### src/rtl/hwt_pkg.sv
package hwt_pkg;
  localparam int unsigned PERIOD_BITS = 6;
  localparam int unsigned BASE_EXP    = 6;
  localparam int unsigned STEP_EXP    = 2;
  localparam int unsigned COUNT_BITS  = BASE_EXP + STEP_EXP * (PERIOD_BITS - 1);
  localparam int unsigned REG_BITS    = PERIOD_BITS + 2;

  typedef struct packed {
    logic                   enable;
    logic                   action_rst;
    logic [PERIOD_BITS-1:0] period;
  } hwt_cfg_t;

  // Keep only the lowest set bit of a period field.
  function automatic logic [PERIOD_BITS-1:0] lowest_one(input logic [PERIOD_BITS-1:0] f);
    return f & (~f + 1'b1);
  endfunction

  // Terminal count value (interval length minus one) for a given exponent.
  function automatic logic [COUNT_BITS-1:0] last_for_exp(input int unsigned e);
    logic [COUNT_BITS-1:0] ones;
    ones = '1;
    return ones >> (COUNT_BITS - e);
  endfunction
endpackage

### src/rtl/hwt_ctrl_reg.sv
module hwt_ctrl_reg
  import hwt_pkg::*;
(
  input  logic                clk,
  input  logic                rst_n,
  input  logic                wr_en,
  input  logic [REG_BITS-1:0] wr_data,
  output hwt_cfg_t            cfg_q,
  output logic                restart
);
  always_ff @(posedge clk or negedge rst_n) begin
    if (!rst_n) cfg_q <= '0;
    else if (wr_en) cfg_q <= hwt_cfg_t'(wr_data);
  end

  assign restart = wr_en;
endmodule

### src/rtl/hwt_period_dec.sv
module hwt_period_dec
  import hwt_pkg::*;
#(
  parameter int unsigned P_BITS = PERIOD_BITS,
  parameter int unsigned C_BITS = COUNT_BITS,
  parameter int unsigned B_EXP  = BASE_EXP,
  parameter int unsigned S_EXP  = STEP_EXP
) (
  input  logic [P_BITS-1:0] period,
  output logic [C_BITS-1:0] last_cnt
);
  localparam logic [C_BITS-1:0] ALL_ONES = '1;

  logic [P_BITS-1:0] sel;
  logic [C_BITS-1:0] term [P_BITS];

  assign sel = period & (~period + 1'b1);

  for (genvar k = 0; k < P_BITS; k++) begin : g_term
    localparam int unsigned EXP_K = B_EXP + S_EXP * k;
    assign term[k] = sel[k] ? (ALL_ONES >> (C_BITS - EXP_K)) : '0;
  end

  always_comb begin
    last_cnt = '0;
    for (int k = 0; k < P_BITS; k++) last_cnt = last_cnt | term[k];
    if (period == '0) last_cnt = ALL_ONES >> (C_BITS - B_EXP);
  end
endmodule

### src/rtl/hwt_counter.sv
module hwt_counter #(
  parameter int unsigned C_BITS = 16
) (
  input  logic              clk,
  input  logic              rst_n,
  input  logic              restart,
  input  logic              enable,
  input  logic              tick,
  input  logic [C_BITS-1:0] last_cnt,
  output logic [C_BITS-1:0] cnt_q,
  output logic              tick_qual,
  output logic              expire
);
  assign tick_qual = enable & tick & ~restart;
  assign expire    = tick_qual & (cnt_q == last_cnt);

  always_ff @(posedge clk or negedge rst_n) begin
    if (!rst_n)                  cnt_q <= '0;
    else if (restart || !enable) cnt_q <= '0;
    else if (expire)             cnt_q <= '0;
    else if (tick_qual)          cnt_q <= cnt_q + 1'b1;
  end
endmodule

### src/rtl/hwt_pulse_out.sv
module hwt_pulse_out (
  input  logic clk,
  input  logic rst_n,
  input  logic expire,
  input  logic action_rst,
  output logic irq_q,
  output logic rst_q
);
  always_ff @(posedge clk or negedge rst_n) begin
    if (!rst_n) begin
      irq_q <= 1'b0;
      rst_q <= 1'b0;
    end else begin
      irq_q <= expire & ~action_rst;
      rst_q <= expire &  action_rst;
    end
  end
endmodule

### src/rtl/halt_wakeup_timer.sv
module halt_wakeup_timer
  import hwt_pkg::*;
(
  input  logic                clk,
  input  logic                rst_n,
  input  logic                cfg_we,
  input  logic [REG_BITS-1:0] cfg_wdata,
  input  logic                tick,
  output logic [REG_BITS-1:0] cfg_rdata,
  output logic                wake_irq,
  output logic                wake_rst
);
  hwt_cfg_t              cfg_q;
  logic                  restart;
  logic [COUNT_BITS-1:0] last_cnt;
  logic [COUNT_BITS-1:0] cnt_q;
  logic                  tick_qual;
  logic                  expire;

  hwt_ctrl_reg u_reg (
    .clk(clk), .rst_n(rst_n), .wr_en(cfg_we), .wr_data(cfg_wdata),
    .cfg_q(cfg_q), .restart(restart)
  );

  hwt_period_dec #(
    .P_BITS(PERIOD_BITS), .C_BITS(COUNT_BITS), .B_EXP(BASE_EXP), .S_EXP(STEP_EXP)
  ) u_dec (
    .period(cfg_q.period), .last_cnt(last_cnt)
  );

  hwt_counter #(.C_BITS(COUNT_BITS)) u_cnt (
    .clk(clk), .rst_n(rst_n), .restart(restart), .enable(cfg_q.enable),
    .tick(tick), .last_cnt(last_cnt), .cnt_q(cnt_q),
    .tick_qual(tick_qual), .expire(expire)
  );

  hwt_pulse_out u_out (
    .clk(clk), .rst_n(rst_n), .expire(expire), .action_rst(cfg_q.action_rst),
    .irq_q(wake_irq), .rst_q(wake_rst)
  );

  assign cfg_rdata = cfg_q;
endmodule

### config.mk
export PLATFORM = sky130hd
export DESIGN_NAME = halt_wakeup_timer
export DESIGN_NICKNAME = d
export VERILOG_FILES = /design/src/rtl/hwt_pkg.sv /design/src/rtl/hwt_ctrl_reg.sv /design/src/rtl/hwt_period_dec.sv /design/src/rtl/hwt_counter.sv /design/src/rtl/hwt_pulse_out.sv /design/src/rtl/halt_wakeup_timer.sv
export SDC_FILE = /design/constraint.sdc
export NUM_CORES = 1
export LEC_CHECK = 0
export BUFFER_PORTS_ARGS = -buffer_cell sky130_fd_sc_hd__buf_2
export CAP_MARGIN = 20
export CORE_MARGIN = 3
export CORE_UTILIZATION = 40
export CTS_BUF_LIST = sky130_fd_sc_hd__clkbuf_16
export DETAILED_ROUTE_END_ITERATION = 12
export PLACE_DENSITY = 0.66
export SYNTH_ARGS = -nofsm -noshare
export SYNTH_HDL_FRONTEND = slang
export SYNTH_SLANG_ARGS = --single-unit
### constraint.sdc
create_clock -name clk -period 3.9 [get_ports clk]
set_input_delay 0.39 -clock clk [delete_from_list [all_inputs] [get_ports clk]]
set_output_delay 0.39 -clock clk [all_outputs]
set_load 0.02 [all_outputs]
# Word level (Yosys, flattened, before mapping)
# Index checks and enable logic that the tools add are counted.
# W data, S select, Z words.
op_classes:
  reduce_logical: 4
  eq_ne: 1
  bitwise_logic: 14
  addsub: 2
  n_mux: 10
op_table:
  columns: ["operator", "n"]
  rows:
  - ["$mux W16", 5]
  - ["$or A16 B16 Y16", 5]
  - ["$add A16 B1 Y16 const B", 1]
  - ["$eq A16 B16 Y1", 1]
  - ["$mux W14", 1]
  - ["$mux W12", 1]
  - ["$mux W10", 1]
  - ["$mux W8", 1]
  - ["$add A6 B1 Y6 const B", 1]
  - ["$and A6 B6 Y6", 1]
  - ["$logic_not A6 Y1", 1]
  - ["$mux W6", 1]
  - ["$not A6 Y6", 1]
  - ["$and A1 B1 Y1", 5]
  - ["$reduce_bool A3 Y1", 1]
  - ["$not A1 Y1", 2]
  - ["$logic_not A1 Y1", 1]
  - ["$logic_or A1 B1 Y1", 1]
totals:
  in_bits: 12
  output_inout_bits: 10
  reg_bits: 26

# Longest topological paths before layout
# Gate-level depths: netlist of the first run.
logic_depth:
  ltp_word: 14
  ltp_mapped: 7

# Cells and area by module
# From an unflattened synthesis of the first run, not the netlist that was laid out.
hier_totals:
  hier_cells: 163
  area_unflattened_um2: 1646.6
modules_own_cells:
  columns: ["mod", "seq_area_each_um2", "instances", "area_each_um2", "cells_per_inst"]
  rows:
  - ["hwt_counter", 400.4, 1, 1082.3, 119]
  - ["hwt_ctrl_reg", 200.2, 1, 339.1, 18]
  - ["hwt_period_dec", 0.0, 1, 158.9, 22]
  - ["hwt_pulse_out", 50.0, 1, 66.3, 4]

# Worst setup path after synthesis of the first run
# OpenSTA, ideal clock, no wires.
synth_path:
  path_type: "reg2reg"
  start: "reg u_reg.cfg_q[2] (netlist name)"
  end: "reg u_cnt.cnt_q[11]"
  arrival_ps: 2014
  stages_incl_launch_ff: 7
  synth_period_minus_slack_ps: 2138
  setup_time_ps: 124
  required_ps: 3776
  path_slack_ps: 1762
  cell_sequence: "dfrtp_1 nor4_2 or4_4 a221oi_4 a31oi_4 and3_1 a211o_1"
synth_via:
  elab_chain_cells: 13
  elab_cells_between_ends: 18
  classes_between: "add/sub: 1; eq/ne: 1; mux: 7; bitwise: 7; reduce/logical: 2"
synth_rtl:
  columns: ["item", "line", "source"]
  rows:
  - ["$not A6 Y6", "hwt_period_dec.sv:17", "assign sel = period & (~period + 1'b1);"]
  - ["$add A6 B1 Y6", "hwt_period_dec.sv:17", null]
  - ["$and A6 B6 Y6", "hwt_period_dec.sv:17", null]
  - ["$mux W10", "hwt_period_dec.sv:21", "assign term[k] = sel[k] ? (ALL_ONES >> (C_BITS - EXP_K)) : '0;"]
  - ["$or A16 B16 Y16 (4 in series)", "hwt_period_dec.sv:26", "for (int k = 0; k < P_BITS; k++) last_cnt = last_cnt | term[k];"]
  - ["$mux W16 (*)", "hwt_period_dec.sv:27", "if (period == '0) last_cnt = ALL_ONES >> (C_BITS - B_EXP);"]
  - ["$eq A16 B16 Y1 (*)", "hwt_counter.sv:15", "assign expire = tick_qual & (cnt_q == last_cnt);"]
  - ["$and A1 B1 Y1 (*)", "hwt_counter.sv:15", null]
  - ["$mux W16", "hwt_counter.sv:20", "else if (expire) cnt_q <= '0;"]
  - ["$mux W16", "hwt_counter.sv:19", "else if (restart || !enable) cnt_q <= '0;"]
  - ["end signal, assigned", "hwt_counter.sv:21", "else if (tick_qual) cnt_q <= cnt_q + 1'b1;"]
  - ["end, declared", "hwt_counter.sv:10", "output logic [C_BITS-1:0] cnt_q,"]
# Every way passes the cells marked *; elsewhere a longest branch is shown, timed or not.
# A chain may end at the register's enable or synchronous reset.

# Final worst setup path of the first run
layout_path:
  start: "reg u_reg.cfg_q[0] (netlist name)"
  end: "reg u_cnt.cnt_q[11]"
layout_via:
  elab_chain_cells: 14
  elab_cells_between_ends: 21
  classes_between: "add/sub: 1; eq/ne: 1; mux: 9; bitwise: 8; reduce/logical: 2"
layout_rtl:
  columns: ["item", "line"]
  rows:
  - ["$not A6 Y6", "hwt_period_dec.sv:17"]
  - ["$add A6 B1 Y6", "hwt_period_dec.sv:17"]
  - ["$and A6 B6 Y6", "hwt_period_dec.sv:17"]
  - ["$mux W6 or $mux W8 (tied branches)", "hwt_period_dec.sv:21"]
  - ["$or A16 B16 Y16 (5 in series)", "hwt_period_dec.sv:26"]
  - ["$mux W16 (*)", "hwt_period_dec.sv:27"]
  - ["$eq A16 B16 Y1 (*)", "hwt_counter.sv:15"]
  - ["$and A1 B1 Y1 (*)", "hwt_counter.sv:15"]
  - ["$mux W16", "hwt_counter.sv:20"]
  - ["$mux W16", "hwt_counter.sv:19"]
# Marked as above.

==> results of run 1 <==
==> through the flow <==
stage               hold slack, ps  worst slack [ps]  utilization  instance area [um^2]  instances
finish                         116              1640        0.495                  1710        220
global route                   162              1510        0.495                  1710        220
CTS                            147              1630        0.495                  1710        220
detailed placement             428              1650        0.465                  1600        216
global placement               417              1780        0.465                  1600        216
floorplan                     94.4              1760            -                  1480        155
==> synth_stat cells, types with 3 or more instances <==
library cell | n | area share
nand2_1 | 21 | 0.053
or2_2 | 3 | 0.013
clkbuf_1 | 3 | 0.0076
o21ai_0 | 8 | 0.027
and3_1 | 4 | 0.017
mux2_2 | 6 | 0.046
nand4_1 | 7 | 0.030
dfrtp_1 | 26 | 0.44
o311ai_0 | 4 | 0.024
nand3_1 | 15 | 0.051
a21oi_1 | 5 | 0.017
nor3_1 | 7 | 0.024
nor2_1 | 8 | 0.020
or3_1 | 3 | 0.013
inv_1 | 5 | 0.013
a211o_2 | 3 | 0.020
==> critical path, delay by kind of cell (launching register included) <==
| kind | cells | cell delay (ps) |
|---|---|---|
| DFF | 1 | 450 |
| and+or+nand+nor | 3 | 910 |
| AOI/OAI and AO/OA | 3 | 780 |
==> layout make-up <==
class | count | area, um^2
Clock buffer | 3 | 75.1
Clock inverter | 1 | 30.0
Tap cell | 46 | 57.6
Inverter | 5 | 18.8
Multi-Input combinational cell | 118 | 768
Timing Repair Buffer | 21 | 105
Fill cell | 322 | 1740
Sequential cell | 26 | 651
==> where the power goes <==
| group | internal, mW | switching (mW) | total (mW) |
|---|---|---|---|
| Combinational | 0.0269 | 0.0432 | 0.0702 |
| Sequential | 0.278 | 0.0127 | 0.291 |
| Clock | 0.204 | 0.0926 | 0.297 |
| Total | 0.509 | 0.149 | 0.658 |
==> kinds of logic (layout without fill, tap and decap cells) <==
kind of cell             count (synthesis)  count (layout)  synth area share
XOR/XNOR                                 1               1           0.00593
AND/OR/NAND/NOR                         78              78             0.277
adder cells (fa/ha/maj)                  1               1           0.00847
flip-flops                              26              26             0.440
AO/OA/AOI/OAI                           32              32             0.183
multiplexers                             6               6            0.0457
buffers and inverters                   11              30            0.0398
==> sequential cells by signal (all words and copies together) (netlist names) <==
signal	flops
u_cnt.cnt_q	16
u_out.irq_q	1
u_out.rst_q	1
u_reg.cfg_q	8
==> how the worst min path moves through the flow <==
stage / from / endpoint / slack (ps) / cells past startpoint
after global routing: rst_n / u_cnt.cnt_q[6] / 160 / 1
after floorplan: rst_n / u_cnt.cnt_q[0] / 90 / 0
final: rst_n / u_cnt.cnt_q[6] / 120 / 1
after CTS: rst_n / u_cnt.cnt_q[6] / 150 / 1
after detailed placement: rst_n / u_cnt.cnt_q[10] / 430 / 1
after global placement: rst_n / u_cnt.cnt_q[10] / 420 / 1
==> metal layers <==
metal / share of wire / wire, um
met5: 0 / 0
met1: 0.47 / 1530
met4: 0.021 / 68
met2: 0.46 / 1510
met3: 0.052 / 169
==> metrics.yaml, run 1 <==
cts_sinks: 26
tns_ps: 0
rr_startpoint: "u_reg.cfg_q[0]"
p_leak_nw: 0.729
synth_edf_count: 0
drive_gt1_frac: 0.264
crit_path_top_delay_cell: "dfrtp_1"
rsz0062_at_grt: "false"
vias_per_cell: 5.71
cp-endpoint: "u_cnt.cnt_q[11]"
total_power_mw: 0.658
grt-busiest-layer: "met2"
fmax_ghz: 0.443
grt_pass1_wl_um: 5730
wl_per_cell_um: 14.9
worst_slew_pin_slew_ps: 744
antenna_found_initial: 0
crit_path_cell_trace: "nor4_2 -> nand4_1 -> a221oi_4 -> a31oi_4 -> and3_1 -> a211o_1"
hold_viol: 0
vias: 1256
reg2reg_to: "u_cnt.cnt_q[11]"
cap_violations: 0
ys.flop_type: "dfrtp_1"
start_kind: "flip-flop"
n_antenna_cell: 0
setup_viol: 0
ys_seq_elements: 26
clock_skew_ps: 3.76
cts-buffers-inserted: 3
ys_types: 37
dieWidth_um: 66.8
overflow: 0
cp.arrival_ps: 2400
root_buffer: "clkbuf_16"
layout.nets: 188
grt_start_max_net_pins: 27
period_minus_slack_ps: 2260
start_util: 0.429
ioPinCount: 22
cpPeakStageDelay_ps: 450
syn_area_per_cell_um2: 9.53
grtUsageMet2: 0.277
hold_path_class: "input port to asynchronous set/reset pin"
drc: 0
clk_latency_ps: 260
critical_path_class: "flip-flop to flip-flop"
synth_fp_nets: 168
antenna_left: 0
status: "complete, no violations"
path_max_fanout: 9
ys_seq_area_frac: 0.440
worstRegToRegCells: 6
fp.coreArea_um2: 3440
ys_async_sr_fraction: 1.00
setup.worst_path.end_class: "flip-flop"
gp_congestion: 0.870
powerDensity_nw_per_um2: 386
finalWirelength_um: 3280
final_cell_mix: "dfrtp_1 (26), nand2_1 (21), buf_2 (21), nand3_1 (15)"
grt_use_met3: 0.0270
die_h_um: 66.8
dieArea_um2: 4460
first_pass_iters: 4
fin_crit_sh: 0.579
area_growth_pct: 15.4
portBuffers: 21
cts_tree: "done"
holdBufCountCts: 0
clk_path_buf_depth: 2
cts_setup_buffers: 0
met1_usage: 0.218
relSlewSlack: 0.502
slew_violations: 0
r2r_slack_ps: 1640
cts_htree_levels: 1
synth_area_um2: 1480
grtUsageTotal: 0.168
hpwl_um: 2490
final_common_cell: "dfrtp_1"
drt-initial-drc-count: 60
ys.warnings.count: 0
synth_cells: 155
first_global_vias: 1284
worstPathRequired_ps: 4050
vdd_ir_drop_max_mv: 0.216
cts-resized-gates: 0
crit_start: "u_reg.cfg_q[0]"
rows: 21
clkSlewWorstSetupHoldPaths_ps: 70
Note: power is estimated with default switching activity, not from simulation.
==> inputs of run 2 (changes only) <==
--- a/config.mk
+++ b/config.mk
@@ -11,7 +11,7 @@
 export CORE_UTILIZATION = 40
 export CTS_BUF_LIST = sky130_fd_sc_hd__clkbuf_16
 export DETAILED_ROUTE_END_ITERATION = 12
-export PLACE_DENSITY = 0.66
+export PLACE_DENSITY = 0.69
 export SYNTH_ARGS = -nofsm -noshare
 export SYNTH_HDL_FRONTEND = slang
 export SYNTH_SLANG_ARGS = --single-unit
==> constraint.sdc (replaced) <==
create_clock -name clk -period 1.9 [get_ports clk]
set_input_delay 0.19 -clock clk [delete_from_list [all_inputs] [get_ports clk]]
set_output_delay 0.19 -clock clk [all_outputs]
set_load 0.02 [all_outputs]
==> metrics.yaml, run 2 (synthesis gave the netlist of run 1 again) <==
antenna_left: 0  # unchanged
root_buffer: "clkbuf_16"
n_antenna_cell: 0  # unchanged
comb_power_share: 0.166  # +0.059
ioPinCount: 22  # unchanged
rsz0062_at_grt: "true"
hold_start: "cfg_wdata[7]"
grt_start_max_net_pins: 27  # unchanged
vias_per_cell: 5.72  # +0.11%
cp.arrival_ps: 2180  # -220 ps
fillCellCount: 270  # -16%
cts_sinks: 26  # unchanged
worst_slew_pin_slew_ps: 568  # -176 ps
p_int_mw: 0.955  # +87%
critical_path_class: "flip-flop to flip-flop"
first_global_vias: 1390  # +8.3%
relSlewSlack: 0.621  # +0.119
portBuffers: 21  # unchanged
cap_violations: 0  # unchanged
final_common_cell: "buf_4"
die_h_um: 66.8  # unchanged
largest_register_ffs: 16  # unchanged
cts_tree: "done"
setup.worst_path.end_class: "flip-flop"
p_seq_frac: 0.464  # +0.022
drt-initial-drc-count: 44  # -27%
slew_violations: 0  # unchanged
r2r_slack_ps: -140  # -1780 ps
path_max_fanout: 4  # -5
hold_path_class: "input port to flip-flop"
hpwl_um: 2710  # +8.9%
reg2reg_to: "u_cnt.cnt_q[2]"
dieArea_um2: 4460  # unchanged
antenna_found_initial: 0  # unchanged
rr_startpoint: "u_reg.cfg_q[3]"
clock_skew_ps: 3.13  # -0.632 ps
grt_pass1_wl_um: 6470  # +13%
total_power_mw: 1.30  # +97%
setup_viol: 13  # +13
overflow: 0  # unchanged
gp_congestion: 0.852  # -2.1%
violations: "setup timing"
p_sw_mw: 0.341  # +130%
vias: 1406  # +12%
hold_ws_ps: 129  # +13.3 ps
cts-buffers-inserted: 3  # unchanged
area_growth_pct: 38.4
cts_htree_levels: 1  # unchanged
fmax_ghz: 0.490  # +11%
fin_ws_ps: -142  # -1780 ps
grtUsageTotal: 0.191  # +0.0229
vdd_ir_drop_max_mv: 0.405  # +88%
rows: 21  # unchanged
first_pass_iters: 4  # unchanged
p_leak_nw: 0.872  # +20%
finalWirelength_um: 3940  # +20%
layout.nets: 214  # +14%
whs_path_depth: 3
largest-register: "u_cnt.cnt_q"
hold_viol: 0  # unchanged
period_minus_slack_ps: 2040  # -216 ps
powerDensity_nw_per_um2: 634  # +64%
fp.coreArea_um2: 3440  # unchanged
drc: 0  # unchanged
fin_crit_sh: 1.07  # +0.496
drive_gt1_frac: 0.480  # +0.216
worstPathRequired_ps: 2040  # -2010 ps
clk_path_buf_depth: 2  # unchanged
cpPeakStageDelay_ps: 450  # about the same
reg.largest.list: "u_cnt.cnt_q (16), u_reg.cfg_q (8)"
dieWidth_um: 66.8  # unchanged
start_kind: "flip-flop"
clkPwrFrac: 0.370  # -0.081
final_cell_mix: "buf_4 (23), buf_2 (21), nand2_1 (20), dfrtp_1 (20), nand3_1 (10)"
hold_end: "u_reg.cfg_q[7]"
swShare: 0.263  # +0.0376
start_util: 0.429  # unchanged
clk_latency_ps: 260  # about the same
wl_per_cell_um: 16.0  # +7.6%
crit_path_cell_trace: "or3_4 -> a211o_4 -> a22oi_4 -> nand4_1 -> buf_4 -> nand2b_1 -> a311oi_1"
crit_path_top_delay_cell: "dfrtp_2"
status: "finished with violations"
final_core_util: 0.594  # +0.0985
worstRegToRegCells: 7  # +1
clkSlewWorstSetupHoldPaths_ps: 70  # about the same
[run 2: changes by cell type in the layout (fill, tap and decap cells not counted), sizes merged]
cell / change
dlygate4sd3: +1
clkinv: +1
buf: +25
bufinv: -1
[run 2: final cells by class]
| type | instances | area (um^2) | area share |
|---|---|---|---|
| Tap cell | 46 | 57.6 | 0.0282 |
| Clock buffer | 3 | 75.1 | 0.0367 |
| Timing Repair Buffer | 47 | 310 | 0.152 |
| Sequential cell | 26 | 658 | 0.322 |
| Inverter | 5 | 18.8 | 0.00918 |
| Clock inverter | 1 | 3.75 | 0.00184 |
| Multi-Input combinational cell | 118 | 921 | 0.450 |
[run 2: worst max-delay path by stage]
stage | startpoint | end | slack [ps] | cells past startpoint
3_3_place_gp | u_reg.cfg_q[3] | u_cnt.cnt_q[9] | -100 | 7
2_1_floorplan | u_reg.cfg_q[3] | u_cnt.cnt_q[11] | -170 | 6
5_1_grt | u_reg.cfg_q[1] | u_cnt.cnt_q[2] | -230 | 8
3_5_place_dp | u_reg.cfg_q[4] | u_cnt.cnt_q[10] | -170 | 6
6_report | u_reg.cfg_q[3] | u_cnt.cnt_q[2] | -140 | 7
4_1_cts | u_reg.cfg_q[0] | u_cnt.cnt_q[11] | -100 | 6
[run 2: repair_timing]
item,4_1_cts,5_1_grt
hold buffers,1,0
gates resized for setup,19,12
endpoints found under the setup margin,11,13
buffers inserted,4,3
endpoints found under the hold margin,26,0
pin swaps,9,9
[run 2: power groups by stage]
stage,combinational (mW),clock (mW),sequential (mW)
after floorplan,0.0909,0,0.628
after global placement,0.173,0,0.613
after detailed placement,0.178,0,0.614
after CTS,0.202,0.478,0.602
after global routing,0.231,0.512,0.605
final,0.215,0.479,0.602
[run 2: worst max-delay path, delay by kind of cell, from the launching register on]
family	cells	cell delay [ps]
and+or+nand+nor	3	660
AOI/OAI and AO/OA	3	610
DFF	1	450
buffers and inverters	1	190
[run 2: metrics by stage]
stage          area (um^2)  setup TNS [ps]  std cells  setup WS (ps)
2_1_floorplan         1510            -196        155           -169
3_3_place_gp          1770            -655        234          -96.7
3_5_place_dp          1770           -1200        234           -168
4_1_cts               1950            -697        243           -104
5_1_grt               2040           -2490        246           -227
6_report              2040           -1280        246           -142
[run 2: layer usage]
layer | GRT usage | wire length (um) | up-vias | share of wire
met4 | 0.0964 | 114 | 0 | 0.029
li1 | - | - | 666 | -
met3 | 0.0354 | 132 | 12 | 0.033
met5 | 0 | 0 | - | 0
met1 | 0.259 | 1850 | 696 | 0.47
met2 | 0.291 | 1850 | 32 | 0.47
==> inputs of run 3 (changes only) <==
--- a/config.mk
+++ b/config.mk
@@ -8,10 +8,10 @@
 export BUFFER_PORTS_ARGS = -buffer_cell sky130_fd_sc_hd__buf_2
 export CAP_MARGIN = 20
 export CORE_MARGIN = 3
-export CORE_UTILIZATION = 40
+export CORE_UTILIZATION = 30
 export CTS_BUF_LIST = sky130_fd_sc_hd__clkbuf_16
 export DETAILED_ROUTE_END_ITERATION = 12
-export PLACE_DENSITY = 0.69
+export PLACE_DENSITY = 0.56
 export SYNTH_ARGS = -nofsm -noshare
 export SYNTH_HDL_FRONTEND = slang
 export SYNTH_SLANG_ARGS = --single-unit
==> metrics.yaml, run 3 (synthesis gave the netlist of run 1 again) <==
r2r_slack_ps: -130  # about the same
reg.largest.list: "u_cnt.cnt_q (16), u_reg.cfg_q (8)"
fin_crit_sh: 1.07  # -0.00636
hold_viol: 0  # unchanged
clock_skew_ps: 3.15  # +0.0237 ps
swShare: 0.239  # -0.0241
clkSlewWorstSetupHoldPaths_ps: 70  # about the same
layout.nets: 215  # +0.47%
cts_tree: "done"
critical_path_class: "flip-flop to flip-flop"
wl_per_cell_um: 14.8  # -7.7%
clk_path_buf_depth: 2  # unchanged
hold_start: "cfg_wdata[7]"
p_sw_mw: 0.340  # -0.30%
p_int_mw: 1.08  # +13%
grt_pass1_wl_um: 6800  # +5.2%
finalWirelength_um: 3940  # -0.23%
p_seq_frac: 0.425  # -0.039
dp_cells: 259  # +11%
violations: "setup timing"
vdd_ir_drop_max_mv: 0.350  # -14%
rr_startpoint: "u_reg.cfg_q[3]"
die_h_um: 76.2  # +14%
crit_path_cell_trace: "or3_4 -> a211o_2 -> a22oi_4 -> nand4_1 -> buf_4 -> o21ai_0 -> o21ai_1"
drc: 0  # unchanged
crit_path_top_delay_cell: "dfrtp_2"
setup_viol: 13  # unchanged
clk_latency_ps: 260  # about the same
cts_htree_levels: 1  # unchanged
root_buffer: "clkbuf_16"
first_pass_iters: 4  # unchanged
stdcell_count: 266  # +8.1%
vias: 1368  # -2.7%
n_antenna_cell: 0  # unchanged
final_core_util: 0.439  # -0.155
portBuffers: 21  # unchanged
drt-initial-drc-count: 90  # +100%
path_max_fanout: 4  # unchanged
worst_slew_pin_slew_ps: 592  # +24.5 ps
cp.arrival_ps: 2170  # about the same
worstPathRequired_ps: 2040  # about the same
reg2reg_to: "u_cnt.cnt_q[8]"
start_util: 0.324  # -0.106
slew_violations: 0  # unchanged
rsz0062_at_grt: "true"
grt_start_max_net_pins: 27  # unchanged
largest_register_ffs: 16  # unchanged
antenna_found_initial: 0  # unchanged
overflow: 0  # unchanged
fmax_ghz: 0.493  # +0.60%
whs_path_depth: 3  # unchanged
period_minus_slack_ps: 2030  # -12.1 ps
drive_gt1_frac: 0.423  # -0.0571
first_global_vias: 1355  # -2.5%
gp_congestion: 0.890  # +4.6%
fp.coreArea_um2: 4560  # +33%
area_growth_pct: 35.6
final_cell_mix: "buf_4 (26), buf_2 (21), nand2_1 (20), dfrtp_1 (20), nand3_1 (15)"
cts_sinks: 26  # unchanged
powerDensity_nw_per_um2: 710  # +12%
vias_per_cell: 5.14  # -10%
setup.worst_path.end_class: "flip-flop"
fin_ws_ps: -130  # +12.1 ps
status: "finished with violations"
relSlewSlack: 0.605  # -0.0163
grtUsageTotal: 0.143  # -0.0480
cap_violations: 0  # unchanged
comb_power_share: 0.137  # -0.029
dieWidth_um: 76.2  # +14%
cts-buffers-inserted: 3  # unchanged
p_leak_nw: 0.872  # about the same
cpPeakStageDelay_ps: 450  # about the same
dieArea_um2: 5800  # +30%
path_buf_inv: 1  # unchanged
largest-register: "u_cnt.cnt_q"
final_common_cell: "buf_4"
hpwl_um: 3000  # +10%
rows: 24  # +14%
clkPwrFrac: 0.437  # +0.067
start_kind: "flip-flop"
worstRegToRegCells: 7  # unchanged
hold_end: "u_reg.cfg_q[7]"
antenna_left: 0  # unchanged
ioPinCount: 22  # unchanged
hold_path_class: "input port to flip-flop"
crit_family: "compound AO/OA/AOI/OAI gates"
==> run 3: changes by cell type in the layout (fill, tap and decap cells not counted), sizes merged <==
cell,delta
clkinv,-1
buf,+1
bufinv,+1
==> run 3: worst max-delay path by stage <==
| stage | depth (start not counted) | endpoint | start |
|---|---|---|---|
| 5_1_grt | 7 | u_cnt.cnt_q[2] | u_reg.cfg_q[2] |
| 3_5_place_dp | 6 | u_cnt.cnt_q[12] | u_reg.cfg_q[4] |
| 4_1_cts | 6 | u_cnt.cnt_q[1] | u_reg.cfg_q[5] |
| 3_3_place_gp | 7 | u_cnt.cnt_q[9] | u_reg.cfg_q[3] |
| 6_report | 7 | u_cnt.cnt_q[8] | u_reg.cfg_q[3] |
| 2_1_floorplan | 6 | u_cnt.cnt_q[11] | u_reg.cfg_q[3] |
==> run 3: metrics by stage <==
step	power [mW]	setup slack [ps]	setup TNS, ps	hold slack, ps	instance area [um^2]
finish	1.42	-130	-1100	122	2000
global route	1.48	-216	-2110	142	2000
CTS	1.43	-117	-928	126	1970
detailed placement	0.800	-176	-1140	227	1840
global placement	0.795	-103	-586	226	1840
floorplan	0.719	-169	-196	-106	1510
==> run 3: worst min-delay path, stage by stage <==
cell and delay [ps]:
buf_2 70, nand2_1 40, nand2_1 50
==> run 3: layer usage <==
| layer | wire length [um] | vias up | track usage |
|---|---|---|---|
| li1 | - | 669 | - |
| met1 | 1800 | 658 | 0.194 |
| met2 | 1900 | 34 | 0.237 |
| met3 | 139 | 7 | 0.00946 |
| met4 | 92 | 0 | 0.0616 |
| met5 | 0 | - | 0 |
==> run 3: cell type report <==
type / instances / area, um^2
clock inverter: 1 / 30.0
fill: 463 / 2560
sequential: 26 / 658
timing repair buffer: 48 / 310
clock buffer: 3 / 75.1
tap: 65 / 81.3
inverter: 5 / 18.8
multi-input combinational: 118 / 830
==> run 3: power groups by stage <==
stage                     Clock [mW]  Sequential [mW]  Combinational, mW
after floorplan                    0            0.628             0.0909
after global placement             0            0.612              0.183
after detailed placement           0            0.614              0.186
after CTS                      0.633            0.604              0.195
after global routing           0.660            0.608              0.213
final                          0.622            0.605              0.195
==> run 3: what timing repair did <==
| action | 4_1_cts | 5_1_grt |
|---|---|---|
| gates resized for setup | 8 | 5 |
| cloned | 0 | 0 |
| hold endpoints to repair | 26 | 0 |
| hold buffers | 1 | 0 |
| pin swaps | 4 | 2 |
| endpoints found under the setup margin | 11 | 13 |
| setup buffers | 1 | 1 |
